`src/rtl/cfd_pkg.sv`:
```
package cfd_pkg;

    typedef enum logic {
        CH_A = 1'b0,
        CH_B = 1'b1
    } ch_e;

    // Amounts by which full scale is shifted; the terms are summed to form the light-load limit.
    localparam int LL_NTERM = 3;
    localparam int LL_SHIFT [LL_NTERM] = '{9, 10, 12};

endpackage

```
`src/rtl/cfd_compare.sv`:
```
module cfd_compare #(
    parameter int W     = 16,
    parameter int SHIFT = 4
) (
    input  logic [W-1:0] a_i,
    input  logic [W-1:0] b_i,
    output cfd_pkg::ch_e win_o,
    output logic [W-1:0] big_o,
    output logic         mismatch_o
);
    import cfd_pkg::*;

    logic [W-1:0] small_w;
    logic [W-1:0] diff_w;
    logic [W-1:0] tol_w;

    always_comb begin
        if (b_i > a_i) begin
            win_o   = CH_B;
            big_o   = b_i;
            small_w = a_i;
        end else begin
            win_o   = CH_A;
            big_o   = a_i;
            small_w = b_i;
        end
        diff_w     = big_o - small_w;
        tol_w      = big_o >> SHIFT;
        mismatch_o = diff_w > tol_w;
    end

endmodule

```
`src/rtl/cfd_lightload.sv`:
```
module cfd_lightload #(
    parameter int W = 16
) (
    input  logic [W-1:0] big_i,
    input  logic [W-1:0] fs_i,
    output logic         light_o
);
    import cfd_pkg::*;

    localparam int SW = W + 2;

    logic [SW-1:0] term_w [LL_NTERM];
    logic [SW-1:0] limit_w;

    for (genvar g = 0; g < LL_NTERM; g++) begin : g_term
        assign term_w[g] = SW'(fs_i >> LL_SHIFT[g]);
    end

    always_comb begin
        limit_w = '0;
        for (int k = 0; k < LL_NTERM; k++) begin
            limit_w = limit_w + term_w[k];
        end
        light_o = SW'(big_i) < limit_w;
    end

endmodule

```
`src/rtl/cfd_persist.sv`:
```
module cfd_persist #(
    parameter int PERSIST = 4000
) (
    input  logic clk,
    input  logic rst_n,
    input  logic stb_i,
    input  logic active_i,
    output logic fault_o
);
    localparam int CNT_W = $clog2(PERSIST + 1);
    localparam logic [CNT_W-1:0] LIM  = CNT_W'(PERSIST);
    localparam logic [CNT_W-1:0] LIM1 = CNT_W'(PERSIST - 1);

    typedef struct packed {
        logic [CNT_W-1:0] cnt;
        logic             fault;
    } pst_t;

    pst_t st_d, st_q;

    always_comb begin
        st_d = st_q;
        if (stb_i) begin
            if (active_i) begin
                if (st_q.cnt != LIM) begin
                    st_d.cnt = st_q.cnt + 1'b1;
                end
                st_d.fault = st_q.cnt >= LIM1;
            end else begin
                st_d.cnt   = '0;
                st_d.fault = 1'b0;
            end
        end
    end

    always_ff @(posedge clk) begin
        if (!rst_n) begin
            st_q <= '0;
        end else begin
            st_q <= st_d;
        end
    end

    assign fault_o = st_q.fault;

endmodule

```
`src/rtl/cur_fault_det.sv`:
```
module cur_fault_det #(
    parameter int MAG_W   = 16,
    parameter int PERSIST = 4000
) (
    input  logic             clk,
    input  logic             rst_n,
    input  logic             smp_stb,
    input  logic [MAG_W-1:0] mag_a,
    input  logic [MAG_W-1:0] mag_b,
    input  logic [MAG_W-1:0] full_scale,
    output logic             sel_b,
    output logic [MAG_W-1:0] mag_out,
    output logic             fault
);
    import cfd_pkg::*;

    localparam int TOL_SHIFT = 4;

    typedef struct packed {
        ch_e              sel;
        logic [MAG_W-1:0] mag;
    } out_t;

    out_t             out_d, out_q;
    ch_e              win_w;
    logic [MAG_W-1:0] big_w;
    logic             mism_w;
    logic             light_w;
    logic             active_w;

    cfd_compare #(.W(MAG_W), .SHIFT(TOL_SHIFT)) u_cmp (
        .a_i        (mag_a),
        .b_i        (mag_b),
        .win_o      (win_w),
        .big_o      (big_w),
        .mismatch_o (mism_w)
    );

    cfd_lightload #(.W(MAG_W)) u_ll (
        .big_i   (big_w),
        .fs_i    (full_scale),
        .light_o (light_w)
    );

    assign active_w = mism_w && !light_w;

    cfd_persist #(.PERSIST(PERSIST)) u_pst (
        .clk      (clk),
        .rst_n    (rst_n),
        .stb_i    (smp_stb),
        .active_i (active_w),
        .fault_o  (fault)
    );

    always_comb begin
        out_d = out_q;
        if (smp_stb) begin
            out_d.sel = win_w;
            out_d.mag = big_w;
        end
    end

    always_ff @(posedge clk) begin
        if (!rst_n) begin
            out_q <= '{sel: CH_A, mag: '0};
        end else begin
            out_q <= out_d;
        end
    end

    assign sel_b   = (out_q.sel == CH_B);
    assign mag_out = out_q.mag;

endmodule

```
`config.mk`:
```
export PLATFORM = sky130hd
export DESIGN_NAME = cur_fault_det
export DESIGN_NICKNAME = d
export VERILOG_FILES = /design/src/rtl/cfd_pkg.sv /design/src/rtl/cfd_compare.sv /design/src/rtl/cfd_lightload.sv /design/src/rtl/cfd_persist.sv /design/src/rtl/cur_fault_det.sv
export SDC_FILE = /design/constraint.sdc
export NUM_CORES = 1
export LEC_CHECK = 0
export CAP_MARGIN = 25
export CORE_MARGIN = 4
export CORE_UTILIZATION = 55
export CTS_BUF_LIST = sky130_fd_sc_hd__clkbuf_4 sky130_fd_sc_hd__clkbuf_8 sky130_fd_sc_hd__clkbuf_16
export DETAILED_ROUTE_END_ITERATION = 8
export PLACE_DENSITY = 0.82
export SYNTH_ARGS = -nofsm -noshare
export SYNTH_HDL_FRONTEND = slang
export SYNTH_HIERARCHICAL = 1
export SYNTH_SLANG_ARGS = --single-unit
```
`constraint.sdc`:
```
create_clock -name clk -period 12.2 [get_ports clk]
set_input_delay 3.66 -clock clk [delete_from_list [all_inputs] [get_ports clk]]
set_output_delay 3.66 -clock clk [all_outputs]
set_load 0.1 [all_outputs]
```
==> results of run 1 <==
## worst paths after layout
kind	from	end	slack, ps	cells after the start
max	mag_a[10]	u_pst/st_q[12]	1550	27
min	u_pst/fault_o	u_pst/fault_o	490	2
max reg2reg	u_pst/st_q[4]	u_pst/st_q[12]	9980	4
min reg2reg	u_pst/fault_o	u_pst/fault_o	490	2
## final cells by class
class	count	share of cell area (%)
clock buffers	7	1.967
clock inverters	1	0.1093
inverters	55	4.616
multi-input cells	401	64.52
flip-flops and latches	30	13.11
well taps	96	2.622
repair buffers	60	13.06
## critical path, delay by kind of cell
| family | cells | cell delay (ps) |
|---|---|---|
| AO/OA/AOI/OAI | 7 | 1430 |
| adder cells (fa/ha/maj) | 3 | 1040 |
| buffers and inverters | 2 | 550 |
| XOR/XNOR | 1 | 110 |
| AND/OR/NAND/NOR | 14 | 4020 |
## power breakdown
group	leakage, nW	switching, mW	internal, mW
clock	0.0517	0.0361	0.0476
combinational	1.69	0.161	0.103
sequential	0.245	0.00401	0.103
total	1.98	0.201	0.254
## sequential cells by signal (all words and copies together) (netlist names)
signal         count
mag_out           16
sel_b              1
u_pst/fault_o      1
u_pst/st_q        12
## through the flow
| step | utilization [%] | cells |
|---|---|---|
| final | 67.05 | 650 |
| after global routing | 67.05 | 650 |
| after CTS | 67.05 | 650 |
| after detailed placement | 65.66 | 642 |
| after global placement | 65.66 | 642 |
| after floorplan | - | 508 |
## logic make-up after synthesis
logic type | after synthesis | synth area share [%]
buffers and inverters | 77 | 9.056
AOI/OAI and AO/OA | 133 | 23.58
xor gates and xnor gates | 16 | 3.584
DFF | 30 | 15.36
and+or+nand+nor | 179 | 25.12
adders and majority gates | 52 | 17.60
muxes | 21 | 5.696
## layer usage
layer | vias up | GRT usage [%] | part of all wire [%]
li1 | 1944 | - | -
met3 | 18 | 3.493 | 7.1
met5 | - | 0 | 0
met2 | 151 | 40.06 | 46
met1 | 1846 | 33.12 | 45
met4 | 0 | 9.530 | 2.6
## cell usage in the layout, fill, tap and decap left out, drive strengths merged, types with 3 or more instances in the layout
cell	netlist	routed
o221ai	4	4
nor2b	22	22
dfxtp	30	30
clkdlybuf4s50	0	59
inv	55	55
a32o	9	9
ha	47	47
and2	4	4
o21bai	4	4
o21a	5	5
a21oi	31	31
a211oi	10	10
fa	5	5
o21ai	26	26
or3	5	5
nor3	17	17
nand3	22	22
and3	4	4
o211ai	5	5
nor2	23	23
mux2i	21	21
nor3b	6	6
nor4	5	5
a211o	3	3
a31oi	4	4
o31ai	4	4
nand4	10	10
xnor2	8	8
nand2	41	41
a21o	6	6
clkbuf	9	7
xor2	8	8
o22ai	3	3
and4	4	4
nand2b	7	7
==> summary.md, run 1 <==
| Metric | Value |
|---|---|
| Status | finished clean |
| RSZ-0062 raised after global routing | false |
| Mapped cell area | 3910 um^2 |
| Hold WS | 492.8 ps |
| Largest net degree at the start of global routing | 32 |
| Leakage power | 1.982 nW |
| Netlist cell types | 69 |
| CP startpoint kind | primary input |
| Crit path max fanout | 18 |
| Sequential Area | 600.6 um^2 |
| First-pass GRT wire length | 17,550 um |
| Pre-Repair DR Iteration Count | 4 |
| Worst-margin pin slew | 990.9 ps |
| GRT overflow | 0 |
| IO Count | 69 |
| Later-pin clock latency in the skew report | 280 ps |
| CP endpoint kind | register |
| Die ar. | 8522 um^2 |
| Avg Inst Size Synth | 7.697 um^2 |
| Area leader, netlist | dfxtp_1 |
| Row cnt | 30 |
| Syn-to-layout area delta | 17.15% |
| CTS resizes | 0 |
| Synth warn | 6 |
| Avg Vias per Cell | 6.091 |
| Min Tclk post-route | 10,650 ps |
| Final Wtd Congestion | 0.9269 |
| Hold/Removal Path Class | reg2reg |
| Area share of the largest cell type after synthesis | 15.36% |
| Cells after Synth | 508 |
| Data arrival, critical path | 10,820 ps |
| Reg clk slew, reported paths | 60 ps |
| Initial antenna violation count | 0 |
| Power Density | 99.26 nW/um^2 |
| H-tree depth | 2 |
| PortBufs | 59 |
| Final Power | 0.4547 mW |
| Critical path class | in2reg |
| Final worst setup slack | 1548 ps |
| Worst EP required | 12,370 ps |
| Final hold vios | 0 |
| Core area | 6832 um^2 |
| Crit path max-delay cell type | or4_1 |
| Vias in the first global route | 3,779 |
| Top post-synthesis cells by area | dfxtp_1, ha_1, inv_1 |
| Worst VDD drop | 0.0001230 V |
| Total Routing Usage GR | 24.72% |
| Final antenna-violating net count | 0 |
| Starting Density | 57.23% |
| Total Nets Final | 656 |
| Sink Count | 30 |
| Worst stage delay on the critical path | 820 ps |
| Die W | 92.32 um |
| Main flop type after synthesis | dfxtp_1 |
| Sequential-to-total area share from yosys stat | 15.36% |
| Hold-fix buffers at CTS | 0 |
| Seq cells post-synth | 30 |
| Via count | 3,959 |
| Synth top cells by count | inv_1, ha_1, nand2_1, a21oi_1, dfxtp_1 |
| N_diodes | 0 |
| Fmax | 0.09388 GHz |
| Filler cells | 588 |
| Dpl ws | 1322 ps |
| Max cap viols | 0 |
| Worst Clk Skew | 8.326 ps |
| Area of the multi-input gates | 2955 um^2 |
| Max_slew headroom | 33.74% |
| TritonCTS buffer count | 5 |
| Async set or reset register ratio after synthesis | 0% |
| Slew Limit Fails | 0 |
| Root buf cell | clkbuf_8 |
| WL/cell | 16.57 um |
| EDFF count, synth | 0 |
| Die H | 92.32 um |
| Most frequent cell after synthesis | inv_1 |
| Placed inst area | 4486 um^2 |
| Post-DP HPWL | 8325 um |
| Post-synth net total | 611 |
| CTS tree | built |
| Layout cells sized above 1 | 3.971% |
| Final period util | 87.31% |
| Final setup fails | 0 |
| Clock buffer depth | 2 |
| Fin area | 4581 um^2 |
| Critical Path Most Common Cell | ha_1 |
| Initial DRC count | 214 |
| Post-CTS setup buffer count | 0 |
| Setup_tns | 0 ps |
| DRC | 0 |
| Routed WL | 10,770 um |
Power figures use the tool's default switching activity.
==> run 2, diff against run 1 <==
--- a/config.mk
+++ b/config.mk
@@ -9,7 +9,9 @@
 export CORE_MARGIN = 4
 export CORE_UTILIZATION = 55
 export CTS_BUF_LIST = sky130_fd_sc_hd__clkbuf_4 sky130_fd_sc_hd__clkbuf_8 sky130_fd_sc_hd__clkbuf_16
+export CTS_CLUSTER_DIAMETER = 100
 export DETAILED_ROUTE_END_ITERATION = 8
+export HOLD_SLACK_MARGIN = 0.08
 export PLACE_DENSITY = 0.82
 export SYNTH_ARGS = -nofsm -noshare
 export SYNTH_HDL_FRONTEND = slang
==> results of run 2 <==
Final layout, timing and power as in run 1 (identical DEF).
